===== src/rtl/invsqrt_pkg.sv =====
package invsqrt_pkg;
  typedef enum logic {ST_IDLE = 1'b0, ST_RUN = 1'b1} scan_state_e;

  function automatic int acc_width(input int dw, input int yw);
    return 2 * dw + yw;
  endfunction
endpackage


===== src/rtl/invsqrt_acc.sv =====
// Second-difference accumulator pair: product Y*D^2 and its increment 2YD+Y.
module invsqrt_acc #(
  parameter int YW = 16,
  parameter int DW = 8,
  localparam int AW = invsqrt_pkg::acc_width(DW, YW)
) (
  input  logic          clk,
  input  logic          rst,
  input  logic          load_i,
  input  logic          step_i,
  input  logic [YW-1:0] y_i,
  output logic          crossed_o
);
  localparam logic [AW-1:0] ONE = AW'(1) << YW;

  logic [AW-1:0] prod_q;   // Y*D^2
  logic [AW-1:0] incr_q;   // 2YD + Y
  logic [AW-1:0] twoy_q;   // 2Y

  always_ff @(posedge clk) begin
    if (rst) begin
      prod_q <= '0;
      incr_q <= '0;
      twoy_q <= '0;
    end else if (load_i) begin
      prod_q <= '0;
      incr_q <= AW'(y_i);
      twoy_q <= AW'(y_i) << 1;
    end else if (step_i) begin
      prod_q <= prod_q + incr_q;
      incr_q <= incr_q + twoy_q;
    end
  end

  assign crossed_o = (prod_q >= ONE);

  // the product never shrinks while scanning (no wrap)
  p_prod_grows_r3: assert property (@(posedge clk) disable iff (rst)
    step_i |=> prod_q >= $past(prod_q));
endmodule


===== src/rtl/invsqrt_ctrl.sv =====
// Sequencer: candidate counter, termination and start acceptance.
module invsqrt_ctrl #(
  parameter int DW = 8
) (
  input  logic          clk,
  input  logic          rst,
  input  logic          start_i,
  input  logic          crossed_i,
  output logic          load_o,
  output logic          step_o,
  output logic          finish_o,
  output logic          hit_o,
  output logic          busy_o,
  output logic [DW-1:0] cand_o
);
  import invsqrt_pkg::*;
  localparam logic [DW-1:0] DMAX = {DW{1'b1}};

  scan_state_e   state_q;
  logic [DW-1:0] cand_q;

  always_comb begin
    load_o   = (state_q == ST_IDLE) && start_i;
    hit_o    = (state_q == ST_RUN) && crossed_i;
    finish_o = (state_q == ST_RUN) && (crossed_i || cand_q == DMAX);
    step_o   = (state_q == ST_RUN) && !finish_o;
  end

  always_ff @(posedge clk) begin
    if (rst) begin
      state_q <= ST_IDLE;
      cand_q  <= '0;
    end else if (load_o) begin
      state_q <= ST_RUN;
      cand_q  <= '0;
    end else if (finish_o) begin
      state_q <= ST_IDLE;
    end else if (step_o) begin
      cand_q <= cand_q + DW'(1);
    end
  end

  assign busy_o = (state_q == ST_RUN);
  assign cand_o = cand_q;

  // idle start begins a search at candidate 0
  p_start_accept_r2: assert property (@(posedge clk) disable iff (rst)
    (start_i && !busy_o) |=> (busy_o && cand_q == '0));
  // while running, a start has no effect: candidate keeps counting
  p_start_ignored_r7: assert property (@(posedge clk) disable iff (rst)
    (busy_o && !finish_o) |=> (busy_o && cand_q == $past(cand_q) + DW'(1)));
endmodule


===== src/rtl/invsqrt_out.sv =====
// Result register with rounding variant chosen at elaboration.
module invsqrt_out #(
  parameter int DW          = 8,
  parameter bit ROUND_BELOW = 1'b0
) (
  input  logic          clk,
  input  logic          rst,
  input  logic          finish_i,
  input  logic          hit_i,
  input  logic [DW-1:0] cand_i,
  output logic          done_o,
  output logic [DW-1:0] d_o,
  output logic          ovf_o
);
  localparam logic [DW-1:0] DMAX = {DW{1'b1}};

  logic [DW-1:0] rounded;

  generate
    if (ROUND_BELOW) begin : g_below
      assign rounded = cand_i - DW'(1);
    end else begin : g_at
      assign rounded = cand_i;
    end
  endgenerate

  always_ff @(posedge clk) begin
    if (rst) begin
      done_o <= 1'b0;
      d_o    <= '0;
      ovf_o  <= 1'b0;
    end else begin
      done_o <= finish_i;
      if (finish_i) begin
        d_o   <= hit_i ? rounded : DMAX;
        ovf_o <= !hit_i;
      end
    end
  end

  // done is a single-cycle pulse
  p_done_pulse_r6: assert property (@(posedge clk) disable iff (rst)
    done_o |=> !done_o);
  // results hold outside the done cycle
  p_hold_r8: assert property (@(posedge clk) disable iff (rst)
    !done_o |-> ($stable(d_o) && $stable(ovf_o)));
  // overflow always reports the maximum D
  p_ovf_max_r5: assert property (@(posedge clk) disable iff (rst)
    ovf_o |-> d_o == DMAX);
endmodule


===== src/rtl/invsqrt_scan.sv =====
module invsqrt_scan #(
  parameter int YW          = 16,
  parameter int DW          = 8,
  parameter bit ROUND_BELOW = 1'b0
) (
  input  logic          clk,
  input  logic          rst,
  input  logic          start_i,
  input  logic [YW-1:0] y_i,
  output logic          busy_o,
  output logic          done_o,
  output logic [DW-1:0] d_o,
  output logic          ovf_o
);
  logic          load, step, finish, hit, crossed;
  logic [DW-1:0] cand;

  invsqrt_ctrl #(.DW(DW)) ctrl_i (
    .clk(clk), .rst(rst), .start_i(start_i), .crossed_i(crossed),
    .load_o(load), .step_o(step), .finish_o(finish), .hit_o(hit),
    .busy_o(busy_o), .cand_o(cand)
  );

  invsqrt_acc #(.YW(YW), .DW(DW)) acc_i (
    .clk(clk), .rst(rst), .load_i(load), .step_i(step), .y_i(y_i),
    .crossed_o(crossed)
  );

  invsqrt_out #(.DW(DW), .ROUND_BELOW(ROUND_BELOW)) out_i (
    .clk(clk), .rst(rst), .finish_i(finish), .hit_i(hit), .cand_i(cand),
    .done_o(done_o), .d_o(d_o), .ovf_o(ovf_o)
  );

  // done never coincides with an active search
  p_done_idle_r6: assert property (@(posedge clk) disable iff (rst)
    done_o |-> !busy_o);
endmodule


===== config.mk =====
export PLATFORM = sky130hd
export DESIGN_NAME = invsqrt_scan
export DESIGN_NICKNAME = d
export VERILOG_FILES = /design/src/rtl/invsqrt_pkg.sv /design/src/rtl/invsqrt_acc.sv /design/src/rtl/invsqrt_ctrl.sv /design/src/rtl/invsqrt_out.sv /design/src/rtl/invsqrt_scan.sv
export SDC_FILE = /design/constraint.sdc
export NUM_CORES = 1
export LEC_CHECK = 0
export BUFFER_PORTS_ARGS = -buffer_cell sky130_fd_sc_hd__buf_2
export CAP_MARGIN = 20
export CORE_MARGIN = 10
export CORE_UTILIZATION = 60
export DETAILED_ROUTE_END_ITERATION = 8
export MAX_ROUTING_LAYER = met4
export PLACE_DENSITY = 0.76
export SLEW_MARGIN = 30
export SYNTH_ARGS = -nofsm -noshare
export SYNTH_HDL_FRONTEND = slang
export SYNTH_SLANG_ARGS = --single-unit

===== constraint.sdc =====
create_clock -name clk -period 4.3 [get_ports clk]
set_input_delay 0.86 -clock clk [delete_from_list [all_inputs] [get_ports clk]]
set_output_delay 0.86 -clock clk [all_outputs]
set_load 0.05 [all_outputs]

**After elaboration in Yosys (flattened, before gate mapping)**

Cells that the tools add are included.

- Register bits after elaboration: 99
- Input bits: 19
- Output and inout port bits: 11
- Logic and storage cells: 32

- Add/subtract/negate cells: 3
- Magnitude comparators: 1
- Equal/unequal tests: 1
- Mux-type cells: 5
- Bitwise gates (word level): 2
- Reduce and logical (&&, ||, !) cells: 11

Operator list:

| cell | number |
|---|---|
| 32-bit by 17-bit adder with 32-bit output | 1 |
| 32-bit adder | 1 |
| 32-bit by 17-bit greater-or-equal comparator with 1-bit output, second input constant | 1 |
| 16-bit two-way mux | 2 |
| 8-bit by 1-bit adder with 8-bit output, second input constant | 1 |
| 8-bit == test, second input constant | 1 |
| 8-bit two-way mux | 1 |
| 1-bit logical AND | 4 |
| 2-bit nonzero test | 2 |
| 1-bit logical NOT | 2 |
| 1-bit two-way mux | 2 |
| 1-bit inverter | 2 |
| 2-bit AND reduction | 1 |
| 2-bit OR reduction | 1 |
| 1-bit logical OR | 1 |

**Logic depth before layout (Yosys ltp)**

- Word-level depth: 7
- Gate-level depth with buffers: 11
- Gate-level depth less buffers: 10

**By module**

From an unflattened synthesis, not the netlist that was laid out.

- Cells, all modules: 772
- Area total of the unflattened synthesis: 6495.0 um^2

Modules (own cells, without submodules):

| module | instances | cells each | area each (um^2) | sequential area each (um^2) |
|---|---|---|---|---|
| invsqrt_acc | 1 | 678 | 5577.8 | 1601.5 |
| invsqrt_ctrl | 1 | 53 | 459.2 | 180.2 |
| invsqrt_out | 1 | 41 | 457.9 | 200.2 |

**Worst setup path after synthesis**

No wires, ideal clock.

- Kind: reg-to-reg
- From: register acc_i.incr_q[1]
- To: register acc_i.incr_q[19]
- Library setup time: 0.125 ns
- Data arrival time: 2.494 ns
- Required time: 4.175 ns
- Setup slack: 1.680 ns
- Cell stages (with the launch flop): 12
- Buffers on the path: 1
- Period minus slack after synthesis: 2.620 ns
- Cells stage by stage: dfxtp_1 -> ha_1 -> fa_1 -> a21o_1 -> a21o_2 -> a2111oi_4 -> o21a_4 -> o211ai_2 -> a21oi_2 -> buf_6 -> or4_1 -> a21oi_1

- Word-level cells in the longest chain between the ends: 1

Ends and longest elaborated chain:

| item | line | source |
|---|---|---|
| from (decl) | invsqrt_acc.sv:17 | `logic [AW-1:0] incr_q;` |
| from (signal assigned) | invsqrt_acc.sv:27 | `incr_q <= AW'(y_i);` |
| from (signal assigned) | invsqrt_acc.sv:31 | `incr_q <= incr_q + twoy_q;` |
| 32-bit by 17-bit adder with 32-bit output | invsqrt_acc.sv:31 |  |

No other way between the ends.
A chain may end at the register's enable or synchronous reset.

**Worst setup path in the final report**

- From: register acc_i.incr_q[1]
- To: register acc_i.incr_q[27]

The elaborated chain is that of the path after synthesis.

==> results.rst <==
.. list-table::
   :header-rows: 1

   * - Metric
     - Value
   * - Y dimension of the die
     - 121 um
   * - Total count of max-transition violations in the final report
     - 0
   * - R2R cell count
     - 10
   * - Area overhead of the layout relative to synthesis
     - 6.93%
   * - Post-placement worst setup slack
     - 1.23 ns
   * - Largest buffer count on any clock path
     - 2
   * - Total gr overflow
     - 0
   * - Relative max-transition margin
     - 46.6%
   * - Clock tree from TritonCTS
     - built
   * - Clock transition at the registers of the reported paths
     - 0.10 ns
   * - Classification of the worst setup path
     - reg2reg
   * - Post-Layout Cell Count
     - 921
   * - Crit path DAT
     - 3.38 ns
   * - Cells along the critical path
     - ha_1 > fa_1 > a21o_1 > a21o_2 > a2111oi_4 > o21a_4 > o211ai_2 > a21oi_2 > nand4bb_1 > a21oi_1
   * - Floorplan die width
     - 121 um
   * - Detailed-routing iteration count for the pre-antenna-repair pass
     - 5
   * - Fin Clk Skew
     - 0.0142 ns
   * - Peak supply drop
     - 0.304 mV
   * - Fin crit share
     - 72.5%
   * - Setup crit end kind
     - flop
   * - Detail Route Antenna Nets
     - 0
   * - Count of max-cap constraint violations
     - 0
   * - Most used flip-flop cell after synthesis
     - sky130_fd_sc_hd__dfxtp_1
   * - Sequential-to-total area share from yosys stat
     - 32.2%
   * - Fraction of final layout cells with drive strength greater than 1
     - 9.26%
   * - Commonest non-fill, non-tap cell in the layout
     - sky130_fd_sc_hd__nand2_1
   * - Longest individual stage delay on the worst path
     - 0.48 ns
   * - Filler Cells Inserted
     - 855
   * - H-tree levels
     - 3
   * - I/O pin count
     - 30
   * - Synthesized cell area
     - 6160 um^2
   * - Lkg Pwr
     - 2.71 nW
   * - Number of antenna violations at the first check in global routing
     - 0
   * - Path class of the lowest-slack min-delay path
     - reg2reg
   * - Number of nets produced by synthesis
     - 837
   * - Worst reg2reg path endpoint
     - acc_i.incr_q[27]
   * - Flops & latches, synth
     - 99
   * - Asr flop ratio synth
     - 0%
   * - Highest fanout seen on the critical path
     - 12
   * - Top library cells by usage in the layout, fill and taps aside
     - sky130_fd_sc_hd__nand2_1 (119), sky130_fd_sc_hd__dfxtp_1 (99), sky130_fd_sc_hd__a21oi_1 (79), sky130_fd_sc_hd__nor2_1 (72), sky130_fd_sc_hd__ha_1 (48)
   * - Ys Warns
     - 0
   * - Hold-fix buffers at CTS
     - 0
   * - Syn avg cell area
     - 8.02 um^2
   * - Power density over the cells
     - 298 nW/um^2
   * - Critical-path top delay cell
     - sky130_fd_sc_hd__a2111oi_4
   * - Post-detailed-route wirelength per cell
     - 17.0 um
   * - Clock sink count
     - 99
   * - Yosys cell types
     - 70
   * - Via count
     - 5675
   * - Overall power after layout
     - 1.96 mW
   * - Hold path endpoint
     - acc_i.prod_q[7]
   * - Area of the die
     - 14700 um^2
   * - Drt initial violations
     - 471
   * - Placed insts
     - 905
   * - Number of stages on the worst hold path
     - 2
   * - Post-Route Hold Slack
     - 0.462 ns
   * - Status
     - finished, final reports clean
   * - Startpoint of the most critical hold path
     - acc_i.prod_q[7]
   * - Maximum frequency from static timing analysis
     - 321 MHz
   * - First element of the critical path
     - acc_i.incr_q[1]
   * - Average via count per standard cell
     - 6.16
   * - Post-CTS sizing
     - 0
   * - Startpoint of the most critical register-to-register path
     - acc_i.incr_q[1]
   * - Ant diodes
     - 0
   * - Drt drc
     - 0
   * - Largest net degree at the start of global routing
     - 49
   * - Via count of the first global-routing pass
     - 5514
   * - Post-synth EDFFs
     - 0
   * - Measured slew at the worst slew-check pin
     - 0.799 ns
   * - Later-pin clock latency in the skew report
     - 0.40 ns
   * - Cell at the root of the clock tree
     - sky130_fd_sc_hd__clkbuf_8
   * - Setup total negative slack
     - 0 ns
   * - Seq. cell area
     - 1980 um^2
   * - Synthesized instance count
     - 768
   * - Final HPWL DP
     - 11200 um
   * - Number of buffers added for setup after CTS
     - 0
   * - Row cnt
     - 36
   * - Area used by multi-input combinational logic
     - 3990 um^2
   * - Data required time at the worst endpoint
     - 4.56 ns
   * - Final Hold Violating Endpoints
     - 0
   * - Initial Utilization
     - 62.4%
   * - Area of the core
     - 9860 um^2
   * - Global-route wire length before repair
     - 26000 um
   * - Setup crit start kind
     - flop
   * - Worst setup margin
     - 1.18 ns
   * - Final critical delay including setup and external delays
     - 3.12 ns
   * - Total Wirelength
     - 15700 um
   * - Slack of the worst reg-to-reg path
     - 1.18 ns
   * - Setup repair after global routing missed its margin
     - no
   * - GRT Total Usage
     - 22.1%
   * - Quantity of I/O buffers inserted on ports
     - 29
   * - Total number of nets in the final design
     - 852
   * - Final count of negative-setup-slack endpoints
     - 0
   * - Clock buffer count from CTS
     - 9
   * - RePlAce Congestion
     - 0.948
registers in the layout, summed over array words and instances (netlist names):
register / cells
acc_i.prod_q: 32
out_i.d_o: 8
acc_i.twoy_q: 16
ctrl_i.busy_o: 1
out_i.done_o: 1
acc_i.incr_q: 32
ctrl_i.cand_o: 8
out_i.ovf_o: 1
power by group:
group	switching, mW	total [mW]	leakage, nW	internal [mW]
sequential	0.0314	0.979	0.804	0.947
clock	0.349	0.696	0.110	0.347
combinational	0.180	0.287	1.80	0.107
metrics by stage:
stage	cell area [um^2]	utilization, %
6_report	6590	66.8
3_3_place_gp	6360	64.4
4_1_cts	6580	66.7
3_5_place_dp	6360	64.4
5_1_grt	6590	66.8
2_1_floorplan	6160	-
Yosys cell counts, types with 11 or more instances:
cell type / instances / area [um^2]
sky130_fd_sc_hd__o21ai_0: 32 / 160
sky130_fd_sc_hd__o21ai_1: 15 / 75.1
sky130_fd_sc_hd__nor3_1: 19 / 95.1
sky130_fd_sc_hd__ha_1: 48 / 601
sky130_fd_sc_hd__xnor2_1: 23 / 201
sky130_fd_sc_hd__nand4_1: 19 / 119
sky130_fd_sc_hd__xor2_1: 25 / 219
sky130_fd_sc_hd__a21o_1: 23 / 173
sky130_fd_sc_hd__dfxtp_1: 99 / 1980
sky130_fd_sc_hd__nand3_1: 19 / 95.1
sky130_fd_sc_hd__a211oi_1: 20 / 150
sky130_fd_sc_hd__clkbuf_1: 20 / 75.1
sky130_fd_sc_hd__nor2b_1: 11 / 68.8
sky130_fd_sc_hd__nor2_1: 72 / 270
sky130_fd_sc_hd__a21oi_1: 79 / 395
sky130_fd_sc_hd__nand2_1: 119 / 447
metal layers:
layer / vias to the layer above / GRT usage [%] / wire (um)
met5: - / - / 0
li1: 2797 / - / -
met1: 2684 / 26.1 / 7040
met2: 157 / 35.9 / 7420
met4: 0 / 7.68 / 361
met3: 37 / 5.30 / 877
worst max-delay path by stage:
stage                             to  slack (ns)  depth (start not counted)
floorplan           acc_i.incr_q[19]        1.68                         11
global placement    acc_i.incr_q[27]        1.35                         10
detailed placement  acc_i.incr_q[27]        1.23                         10
CTS                 acc_i.incr_q[27]        1.20                         10
global route        acc_i.incr_q[23]        1.04                         10
finish              acc_i.incr_q[27]        1.18                         10
critical path: cells and delay by family (launching register included):
| kind | cells | cell delay [ns] |
|---|---|---|
| fa+ha+maj | 2 | 0.66 |
| compound gates | 7 | 1.74 |
| simple gates | 1 | 0.21 |
| flops | 1 | 0.38 |
final cells by class:
class / count / area share [%]
Inverter: 9 / 0.513
Clock inverter: 5 / 1.29
Multi-Input combinational cell: 630 / 60.6
Sequential cell: 99 / 30.1
Tap cell: 133 / 2.53
Clock buffer: 11 / 2.15
Timing Repair Buffer: 34 / 2.81
logic make-up (layout without fill, tap and decap cells):
kind of cell               Yosys count  after routing  share of synthesized area [%]
buffers and inverters               39             59                           3.11
DFF                                 99             99                           32.2
and+or+nand+nor                    309            309                           23.6
adders and majority gates           50             50                           10.4
xor gates and xnor gates            48             48                           6.83
AOI/OAI and AO/OA                  218            218                           23.1
muxes                                5              5                          0.813
No activity file was read; power rests on OpenSTA's default activity.
